[src/rtl/rxbyte_fifo_pkg.sv]
package rxbyte_fifo_pkg;
  typedef struct packed {
    logic flush;     // empty the queue
    logic read;      // advance the read pointer
    logic write;     // store the incoming byte
    logic overwrite; // store over the newest entry instead of appending
    logic zeroData;  // stored byte is 0x00 (break)
  } fifoCtl_t;
endpackage

[src/rtl/rxbyte_fifo_ctrl.sv]
module rxbyte_fifo_ctrl
  import rxbyte_fifo_pkg::*;
#(
  parameter int DEPTH = 4
) (
  input  logic     clk,
  input  logic     rst_n,
  input  logic     rxEnable,
  input  logic     pushValid,
  input  logic     breakEvent,
  input  logic     popReq,
  input  logic     rxReset,
  input  logic     breakClear,
  output fifoCtl_t ctl,
  output logic     rxReady,
  output logic     fifoFull,
  output logic     breakFlag,
  output logic     canAccept
);
  localparam int CNT_W = $clog2(DEPTH + 1);

  logic [CNT_W-1:0] count;
  logic doPop, doIn, isFull, isEmpty;

  assign isFull  = (count == CNT_W'(DEPTH));
  assign isEmpty = (count == '0);
  assign doPop   = popReq && !isEmpty && !rxReset;
  assign doIn    = (pushValid || breakEvent) && !rxReset;

  always_comb begin
    ctl           = '0;
    ctl.flush     = rxReset;
    ctl.read      = doPop;
    ctl.write     = doIn;
    ctl.overwrite = doIn && isFull && !doPop;
    ctl.zeroData  = breakEvent;
  end

  always_ff @(posedge clk or negedge rst_n) begin
    if (!rst_n) begin
      count <= '0;
    end else if (ctl.flush) begin
      count <= '0;
    end else begin
      if (ctl.write && !ctl.overwrite && !ctl.read)
        count <= count + CNT_W'(1);
      else if (ctl.read && !ctl.write)
        count <= count - CNT_W'(1);
    end
  end

  always_ff @(posedge clk or negedge rst_n) begin
    if (!rst_n)          breakFlag <= 1'b0;
    else if (breakEvent) breakFlag <= 1'b1;
    else if (breakClear) breakFlag <= 1'b0;
  end

  assign rxReady   = !isEmpty;
  assign fifoFull  = isFull;
  assign canAccept = rxEnable && !isFull;
endmodule

[src/rtl/rxbyte_fifo_dp.sv]
module rxbyte_fifo_dp
  import rxbyte_fifo_pkg::*;
#(
  parameter int DEPTH = 4,
  parameter int WIDTH = 8
) (
  input  logic             clk,
  input  logic             rst_n,
  input  fifoCtl_t         ctl,
  input  logic             hasData,
  input  logic [WIDTH-1:0] pushData,
  output logic [WIDTH-1:0] popData
);
  localparam int PTR_W = (DEPTH > 2) ? $clog2(DEPTH) : 1;
  localparam logic [PTR_W-1:0] LAST = PTR_W'(DEPTH - 1);

  logic [WIDTH-1:0] mem [DEPTH];
  logic [PTR_W-1:0] rdPtr, wrPtr, newestPtr;
  logic [WIDTH-1:0] inByte;

  function automatic logic [PTR_W-1:0] incPtr(input logic [PTR_W-1:0] p);
    return (p == LAST) ? '0 : p + PTR_W'(1);
  endfunction

  function automatic logic [PTR_W-1:0] decPtr(input logic [PTR_W-1:0] p);
    return (p == '0) ? LAST : p - PTR_W'(1);
  endfunction

  assign inByte    = ctl.zeroData ? '0 : pushData;
  assign newestPtr = decPtr(wrPtr);

  always_ff @(posedge clk or negedge rst_n) begin
    if (!rst_n) begin
      rdPtr <= '0;
      wrPtr <= '0;
    end else if (ctl.flush) begin
      rdPtr <= '0;
      wrPtr <= '0;
    end else begin
      if (ctl.read) rdPtr <= incPtr(rdPtr);
      if (ctl.write && !ctl.overwrite) wrPtr <= incPtr(wrPtr);
    end
  end

  always_ff @(posedge clk) begin
    if (!ctl.flush && ctl.write) begin
      if (ctl.overwrite) mem[newestPtr] <= inByte;
      else               mem[wrPtr]     <= inByte;
    end
  end

  assign popData = hasData ? mem[rdPtr] : '0;
endmodule

[src/rtl/rxbyte_fifo.sv]
module rxbyte_fifo
  import rxbyte_fifo_pkg::*;
#(
  parameter int DEPTH = 4,
  parameter int WIDTH = 8
) (
  input  logic             clk,
  input  logic             rst_n,
  input  logic             rxEnable,
  input  logic             pushValid,
  input  logic [WIDTH-1:0] pushData,
  input  logic             breakEvent,
  input  logic             popReq,
  input  logic             rxReset,
  input  logic             breakClear,
  output logic [WIDTH-1:0] popData,
  output logic             rxReady,
  output logic             fifoFull,
  output logic             breakFlag,
  output logic             canAccept
);
  fifoCtl_t ctl;

  rxbyte_fifo_ctrl #(.DEPTH(DEPTH)) ctrl_i (
    .clk(clk), .rst_n(rst_n), .rxEnable(rxEnable), .pushValid(pushValid),
    .breakEvent(breakEvent), .popReq(popReq), .rxReset(rxReset),
    .breakClear(breakClear), .ctl(ctl), .rxReady(rxReady),
    .fifoFull(fifoFull), .breakFlag(breakFlag), .canAccept(canAccept)
  );

  rxbyte_fifo_dp #(.DEPTH(DEPTH), .WIDTH(WIDTH)) dp_i (
    .clk(clk), .rst_n(rst_n), .ctl(ctl), .hasData(rxReady),
    .pushData(pushData), .popData(popData)
  );
endmodule

[config.mk]
export PLATFORM = sky130hd
export DESIGN_NAME = rxbyte_fifo
export DESIGN_NICKNAME = d
export VERILOG_FILES = /design/src/rtl/rxbyte_fifo_pkg.sv /design/src/rtl/rxbyte_fifo_ctrl.sv /design/src/rtl/rxbyte_fifo_dp.sv /design/src/rtl/rxbyte_fifo.sv
export SDC_FILE = /design/constraint.sdc
export NUM_CORES = 1
export LEC_CHECK = 0
export BUFFER_PORTS_ARGS = -buffer_cell sky130_fd_sc_hd__buf_2
export CAP_MARGIN = 20
export CORE_AREA = 2 2 63 65
export CTS_BUF_LIST = sky130_fd_sc_hd__clkbuf_16
export CTS_CLUSTER_SIZE = 16
export DETAILED_ROUTE_END_ITERATION = 10
export DIE_AREA = 0 0 65 67
export GPL_TIMING_DRIVEN = 0
export PLACE_DENSITY = 0.75
export SLEW_MARGIN = 0
export SYNTH_ARGS = -nofsm -noshare
export SYNTH_HDL_FRONTEND = slang
export SYNTH_SLANG_ARGS = --single-unit
[constraint.sdc]
create_clock -name clk -period 2.7 [get_ports clk]
set_input_delay 0 -clock clk [delete_from_list [all_inputs] [get_ports clk]]
set_output_delay 0 -clock clk [all_outputs]
set_load 0.01 [all_outputs]
### Yosys cells after proc, flatten, opt, wreduce, memory -nomap -nowiden

Memory sizes are Yosys's and may differ from the RTL's.
Index checks and enable logic that the tools add are counted.
W data, S select, Z words.

* flip-flop bits (word level): 8
* bits in writable memories: 32
* input port bits: 16
* output and inout port bits: 12
* logic and storage cells: 60
* memories: 1

* add/sub/neg operators: 5
* equality and inequality tests: 3
* multiplexer cells: 23
* reduce and logical (&&, ||, !) cells: 24

Memories
* dp_i.mem: depth 4, width 8, read ports 1, clocked after Yosys merged registers in 0, wr ports 1, RTL line rxbyte_fifo_dp.sv:17 `logic [WIDTH-1:0] mem [DEPTH];`

Operators by type and width (count)
* $mux W8: 3
* $mux W2: 8
* $logic_and A1 B1 Y1: 10
* $mux W1: 9
* $mux W3: 3
* $reduce_or A8 Y1: 1
* $logic_not A1 Y1: 6
* $reduce_bool A2 Y1: 3
* $add A2 B1 Y2 const B: 2
* $eq A2 B2 Y1 const B: 2
* $add A3 B1 Y3 const B: 1
* $eq A3 B3 Y1 const B: 1
* $logic_not A3 Y1: 1
* $reduce_bool A3 Y1: 1
* $sub A3 B1 Y3 const B: 1
* $logic_not A2 Y1: 1
* $sub A2 B1 Y2 const B: 1
* $logic_or A1 B1 Y1: 1

### Depth between registers and ports, before layout

Gate-level depths: netlist (run 1).

* depth in word-level cells: 11
* mapped depth: 8
* depth with buffers taken out: 7

### Hierarchy

From an unflattened synthesis (run 1), not the netlist that was laid out.

* cells, all modules: 152
* area total of the unflattened synthesis: 1971.9 µm²

Modules (own cells, without submodules)
* rxbyte_fifo_dp: times used 1, cells each 103, area each 1567.8 µm², seq. area each 1061.0 µm²
* rxbyte_fifo_ctrl: times used 1, cells each 49, area each 404.1 µm², seq. area each 100.1 µm²

### Worst setup path after synthesis (run 1)

Ideal clock, no wire load.

* path kind: flip-flop to flip-flop
* start: register ctrl_i.count[0]
* end: register ctrl_i.count[1]
* library setup time: 0.071 ns
* arrival: 2.184 ns
* data required time: 2.629 ns
* slack: 0.446 ns
* cell stages (with the launch flop): 8
* path buffers: 1
* period minus slack after synthesis: 2.254 ns
* path through: dfrtp_1 -> clkbuf_1 -> or3b_2 -> nand2_1 -> nor2_1 -> fa_1 -> or4_1 -> nand4_1

* word-level cells in the longest chain between the ends: 11
* elaborated cells between the ends (all ways): 18
* those cells by class: 2 x add/sub; 1 x eq/ne; 3 x mux; 12 x reduce/logical

Ends and longest elaborated chain
* from (decl): RTL line rxbyte_fifo_ctrl.sv:22 `logic [CNT_W-1:0] count;`
* from (signal assigned): RTL line rxbyte_fifo_ctrl.sv:46 `count <= count + CNT_W'(1);`
* from (signal assigned): RTL line rxbyte_fifo_ctrl.sv:48 `count <= count - CNT_W'(1);`
* $logic_not A3 Y1: RTL line rxbyte_fifo_ctrl.sv:26 `assign isEmpty = (count == '0);`
* $logic_not A1 Y1: RTL line rxbyte_fifo_ctrl.sv:27 `assign doPop = popReq && !isEmpty && !rxReset;`
* $logic_and A1 B1 Y1 (2 in series): RTL line rxbyte_fifo_ctrl.sv:27
* $logic_not A1 Y1: RTL line rxbyte_fifo_ctrl.sv:35, rxbyte_fifo_ctrl.sv:45
* $logic_and A1 B1 Y1: RTL line rxbyte_fifo_ctrl.sv:35 `ctl.overwrite = doIn && isFull && !doPop;`
* $logic_not A1 Y1: RTL line rxbyte_fifo_ctrl.sv:45 `if (ctl.write && !ctl.overwrite && !ctl.read)`
* $logic_and A1 B1 Y1 (2 in series): RTL line rxbyte_fifo_ctrl.sv:45
* $mux W3: RTL line rxbyte_fifo_ctrl.sv:45
* $mux W3: RTL line rxbyte_fifo_ctrl.sv:42 `end else if (ctl.flush) begin`

Several ways; a longest one is shown, not always the timed one. The select of a mux whose other input is x is not followed.
A chain may end at the register's enable or synchronous reset.

### Worst setup path in the final report (run 1)

* start: register ctrl_i.count[0]
* end: register ctrl_i.count[2]

The elaborated chain is that of the path after synthesis.

==> impl_metrics.py, run 1 <==
metrics = {
    "sta": {
        "setup-tns-final_ns": 0,
        "timing.final.crit_share_pct": 92.0,
        "final.min_clock_period_ns": 2.48,
        "worstMarginPinSlew_ns": 0.756,
        "skew_ns": 0.00585,
        "drv_slew": 0,
        "holdWs_ns": -0.00566,
        "slew-limit-headroom_pct": 48.9,
        "setup-violations-final": 0,
        "grt_setup_unrepaired": "no",
        "hold_viol": 1,
        "fmax_ghz": 0.403,
    },
    "synthesis": {
        "ys_seq_area_share_pct": 60.0,
        "post-synth-top-count-cell": "edfxtp_1",
        "synth-seq-cells": 40,
        "synth.distinct_cells": 39,
        "syn_inst": 144,
        "synth_fp_nets": 163,
        "ys_top_cells_by_count": "32 x edfxtp_1, 16 x nor2b_1, 10 x inv_1",
        "synthFlopType": "edfxtp_1",
        "async_flop_share_pct": 20.0,
        "synth.area.top_cells": "edfxtp_1 50%, dfrtp_1 10%, mux4_2 9.3%",
        "synth-edff-count": 32,
        "synth_area_leader_cell": "edfxtp_1",
        "netlist_area_um2": 1930,
        "synth_warnings": 0,
        "yosysTopAreaCellShare_pct": 49.7,
        "avgSynthCellArea_um2": 13.4,
    },
    "worst_setup_path": {
        "reg2reg_slack_ns": 0.22,
        "arrival_ns": 2.66,
        "required_ns": 2.88,
        "path_class": "register to register",
        "crit_path_max_incr_delay_ns": 0.61,
        "cp-start-kind": "register",
        "critPathMaxFanout": 10,
        "crit_path_top_delay_cell": "or4b_2",
        "cp-end-kind": "register",
        "critical_path.cell_chain": "clkbuf_1 -> or3b_2 -> nand2_1 -> nor2_1 -> fa_1 -> or4b_2 -> a2bb2oi_1 -> o311ai_1",
    },
    "die": {
        "start_util_pct": 53.6,
        "die-area_um2": 4360,
        "ios": 28,
        "fp-row-count": 22,
        "coreArea_um2": 3610,
        "die_x_um": 65,
        "die_y_um": 67,
    },
    "routing": {
        "drt_iter0_drc": 40,
        "drc_errors": 0,
        "firstDrtPassIters": 6,
        "vias": 1289,
        "routed_wl_mm": 3.74,
        "ant_nets": 0,
        "wl_per_cell_um": 16.5,
        "vias_per_cell": 5.68,
    },
    "place": {
        "place_congestion": 0.795,
        "hpwl_mm": 2.65,
        "place_inst": 217,
        "portBuffers": 25,
    },
    "finish": {
        "diodes": 0,
        "final_nets": 197,
        "nFillCells": 279,
        "drive_gt1_share_pct": 30.2,
        "synthToLayoutAreaGrowth_pct": 18.4,
        "post-route-util_pct": 63.5,
        "fin_cells": 227,
    },
    "min_path": {
        "hp-class": "input pin to register",
    },
    "global_route": {
        "overflow": 0,
        "antenna_found_initial": 0,
        "grt_pass1_vias": 1324,
        "grt_max_degree": 14,
        "grt_pass1_wl_mm": 6.20,
        "grt.total_usage_pct": 20.5,
    },
    "clock_network": {
        "cts.reportedPaths.clkPinSlew_ns": 0.05,
        "numCtsBuffers": 5,
        "cts_tree": "built",
        "clk_latency_ns": 0.28,
        "max-clock-path-buffers": 2,
        "cts.sink_count": 40,
        "clock-root-buffer": "clkbuf_16",
        "htreeDepth": 2,
    },
    "pwr": {
        "irDropWorstVdd_uv": 583,
        "p_leak_nw": 0.879,
        "p_per_area_nw_per_um2": 868,
        "power_mw": 1.99,
    },
    "run": {
        "drv_cap": 0,
    },
    "status": {
        "status": "finished, violations left",
        "violations": "negative hold slack",
    },
}
-- kinds of logic (layout without fill, tap and decap cells) --
kind of cell               Yosys count  after routing  synth area share [%]
and+or+nand+nor                     54             54                  17.0
muxes                               10             10                  10.3
DFF                                 40             40                  60.0
buffers and inverters               20             55                  4.53
AOI/OAI and AO/OA                   17             17                  5.76
adders and majority gates            3              3                  2.33
-- cell usage in the layout (no fill, tap or decap), types with 2 or more instances in the layout --
cell and n:
buf_2 29, nand3_1 8, mux4_2 8, o21ai_0 3
or3_1 2, mux2i_1 2, nor4b_1 2, dfrtp_1 8
nor2_1 6, nor2b_1 16, clkinv_2 2, clkbuf_16 5
nand4_1 5, edfxtp_1 32, a21oi_1 3, o2111ai_1 2
clkbuf_1 4, ha_1 2, nand2_1 3, inv_1 10
a21oi_2 4
-- layout make-up --
class | instances | area [um^2] | share of cell area (%)
multi-input cells | 84 | 697 | 30.4
flip-flops and latches | 40 | 1160 | 50.7
clock buffers | 5 | 125 | 5.46
plain buffers | 10 | 50.0 | 2.19
well taps | 48 | 60.1 | 2.62
repair buffers | 27 | 140 | 6.12
clock inverters | 3 | 18.8 | 0.820
inverters | 10 | 37.5 | 1.64
-- registers in the layout, summed over array words and instances, names as in the netlist --
name,cells
dp_i.mem,32
ctrl_i.count,3
dp_i.rdPtr,2
dp_i.wrPtr,2
ctrl_i.breakFlag,1
-- metrics by stage --
step	setup slack [ns]	instance area, um^2
finish	0.216	2290
global route	0.0287	2290
CTS	0.0901	2270
detailed placement	0.0990	2120
global placement	0.212	2120
floorplan	0.446	1930
-- final timing paths --
path | from | endpoint | depth (start not counted)
min in group asynchronous | rst_n | ctrl_i.count[2]$_DFFE_PN0P_ | 2
max in group asynchronous | rst_n | ctrl_i.count[1]$_DFFE_PN0P_ | 2
hold reg to reg | ctrl_i.breakFlag$_DFFE_PN0P_ | ctrl_i.breakFlag$_DFFE_PN0P_ | 1
setup reg to reg | ctrl_i.count[0]$_DFFE_PN0P_ | ctrl_i.count[2]$_DFFE_PN0P_ | 8
setup / recovery | ctrl_i.count[0]$_DFFE_PN0P_ | ctrl_i.count[2]$_DFFE_PN0P_ | 8
hold / removal | breakClear | ctrl_i.breakFlag$_DFFE_PN0P_ | 3
-- where the power goes --
group | internal [mW] | leakage (nW) | switching, mW | total [mW]
combinational | 0.288 | 0.405 | 0.366 | 0.654
clock | 0.340 | 0.0736 | 0.224 | 0.563
sequential | 0.745 | 0.401 | 0.0252 | 0.770
total | 1.37 | 0.879 | 0.615 | 1.99
-- critical path: cells and delay by family (launching register included) --
family / cells / cell delay, ns
compound gates: 2 / 0.39
simple gates: 4 / 1.05
buf+inv: 1 / 0.34
flops: 1 / 0.35
fa+ha+maj: 1 / 0.25
-- routing by layer --
| metal | vias to the layer above | global-route usage [%] | share of wire, % |
|---|---|---|---|
| met5 | - | 0 | 0 |
| met4 | 0 | 11.2 | 2.3 |
| met3 | 8 | 3.04 | 4.7 |
| met2 | 40 | 38.8 | 57 |
| met1 | 627 | 21.8 | 36 |
| li1 | 614 | - | - |
-- timing repair --
action | in CTS | in global routing
endpoints found under the setup margin | 0 | 24
hold buffers | 1 | 0
resized for setup | 0 | 3
setup buffers | 0 | 0
hold endpoints to repair | 8 | 0
No activity file was read; power rests on OpenSTA's default activity.
==> inputs of run 2 (changes only) <==
CORE_AREA = 2 2 80 51   (was 2 2 63 65)
DIE_AREA = 0 0 82 53   (was 0 0 65 67)
HOLD_SLACK_MARGIN = 0.05   (was not set)
PLACE_DENSITY = 0.76   (was 0.75)
==> impl_metrics.py, run 2 (synthesis gave the netlist of run 1 again) <==
metrics = {
    "clock_network": {
        "clock-root-buffer": "clkbuf_16",
        "cts.reportedPaths.clkPinSlew_ns": 0.06,
        "cts.sink_count": 40,
        "clk_latency_ns": 0.28,
        "htreeDepth": 2,
        "numCtsBuffers": 5,
        "cts_tree": "built",
        "post-cts-setup-buffers": 0,
        "max-clock-path-buffers": 2,
    },
    "worst_setup_path": {
        "arrival_ns": 2.38,
        "critPathMaxFanout": 10,
        "required_ns": 2.61,
        "r2r_start": "ctrl_i.count[1]$_DFFE_PN0P_",
        "startpoint": "ctrl_i.count[1]$_DFFE_PN0P_",
        "cp-start-kind": "register",
        "path_class": "register to register",
        "cp-end-kind": "register",
    },
    "finish": {
        "layout_commonest_cell": "edfxtp_1",
        "fin_cells": 228,
        "drive_gt1_share_pct": 29.3,
        "largest_reg_flops": 32,
        "regMostFlops": "dp_i.mem",
        "reg_top3": "dp_i.mem (32), ctrl_i.count (3)",
        "nFillCells": 290,
        "diodes": 0,
        "final_nets": 199,
        "mostFrequentLayoutCells": "32 x edfxtp_1, 29 x buf_2, 16 x nor2b_1",
        "synthToLayoutAreaGrowth_pct": 20.4,
    },
    "global_route": {
        "grt_pass1_vias": 1325,
        "antenna_found_initial": 0,
        "grt_max_degree": 13,
        "overflow": 0,
        "grt_pass1_wl_mm": 6.74,
        "grt.total_usage_pct": 22.4,
    },
    "die": {
        "die-area_um2": 4350,
        "die_x_um": 82,
        "coreArea_um2": 3570,
        "start_util_pct": 54.1,
        "ios": 28,
        "fp-row-count": 17,
        "die_y_um": 53,
    },
    "run": {
        "drv_cap": 0,
    },
    "status": {
        "status": "finished, final reports clean",
    },
    "sta": {
        "worstMarginPinSlew_ns": 0.800,
        "skew_ns": 0.00388,
        "timing.final.crit_share_pct": 91.5,
        "setup_ws_ns": 0.229,
        "hold_viol": 0,
        "grt_setup_unrepaired": "no",
        "fmax_ghz": 0.405,
        "setup-violations-final": 0,
        "setup-tns-final_ns": 0,
        "drv_slew": 0,
        "slew-limit-headroom_pct": 45.9,
        "final.min_clock_period_ns": 2.47,
    },
    "place": {
        "hpwl_mm": 2.77,
        "place_inst": 216,
        "pre_cts_slack_ns": 0.0749,
        "place_congestion": 0.914,
        "portBuffers": 25,
    },
    "routing": {
        "firstDrtPassIters": 4,
        "drt_iter0_drc": 160,
        "ant_nets": 0,
        "drc_errors": 0,
        "wl_per_cell_um": 18.8,
        "routed_wl_mm": 4.28,
        "vias_per_cell": 5.94,
        "vias": 1355,
    },
    "pwr": {
        "irDropWorstVdd_uv": 455,
        "p_leak_nw": 0.896,
        "p_per_area_nw_per_um2": 899,
    },
    "min_path": {
        "hp-class": "input pin to async pin",
    },
}
-- run 2: cell count changes in the layout (fill, tap and decap cells not counted), sizes merged --
cell	delta
clkinv	-1
bufinv	+1
dlygate4sd3	+2
-- run 2: area by class of cell --
class                      count  area, um^2  share of cell area (%)
buffer                        10        51.3                    2.20
inverter                      10        37.5                    1.61
sequential                    40        1160                    49.9
clock buffer                   5         125                    5.37
multi-input combinational     84         697                    29.9
tap                           47        58.8                    2.53
timing repair buffer          29         160                    6.88
clock inverter                 3        37.5                    1.61
-- run 2: power by group --
part	internal, mW	switching (mW)
Sequential	0.745	0.0301
Combinational	0.292	0.380
Clock	0.429	0.217
-- run 2: repair_timing --
action / in CTS / in global routing
setup endpoints to repair: 0 / 25
hold buffers: 3 / 0
hold endpoints to repair: 10 / 0
gates resized for setup: 0 / 6
-- run 2: path summary, 6_finish.rpt --
kind,to,slack [ns],depth (start not counted)
worst max-delay path,dp_i.mem[2][4]$_DFFE_PP_,0.23,5
worst min-delay path,dp_i.wrPtr[0]$_DFFE_PN0P_,0.1,2
worst max register to register,dp_i.mem[2][4]$_DFFE_PP_,0.23,5
worst min register to register,ctrl_i.breakFlag$_DFFE_PN0P_,0.48,1
max in group asynchronous,ctrl_i.count[0]$_DFFE_PN0P_,2.42,2
min in group clk,dp_i.mem[1][1]$_DFFE_PP_,0.14,2
-- run 2: routing by layer --
metal,GRT usage (%),vias up,wire length (um)
met5,0,-,0
met4,6.67,0,67
met3,4.78,10,292
met1,27.7,661,1690
li1,-,614,-
met2,40.0,70,2220
-- run 2: per-stage QoR --
stage	hold WS [ns]	power, mW	area (um^2)	util [%]
final	0.0994	2.09	2330	65.2
after global routing	0.126	2.21	2330	65.2
after CTS	0.102	2.08	2310	64.7
after detailed placement	-0.139	1.43	2120	59.3
after global placement	-0.142	1.39	2120	59.3
after floorplan	-0.296	1.23	1930	-
-- run 2: worst max-delay path: stages, from the launching register on --
cell and delay (ns):
dfrtp_1 0.35, buf_2 0.17, or4b_1 0.53, buf_2 0.19, or3_1 0.36, a21oi_2 0.49
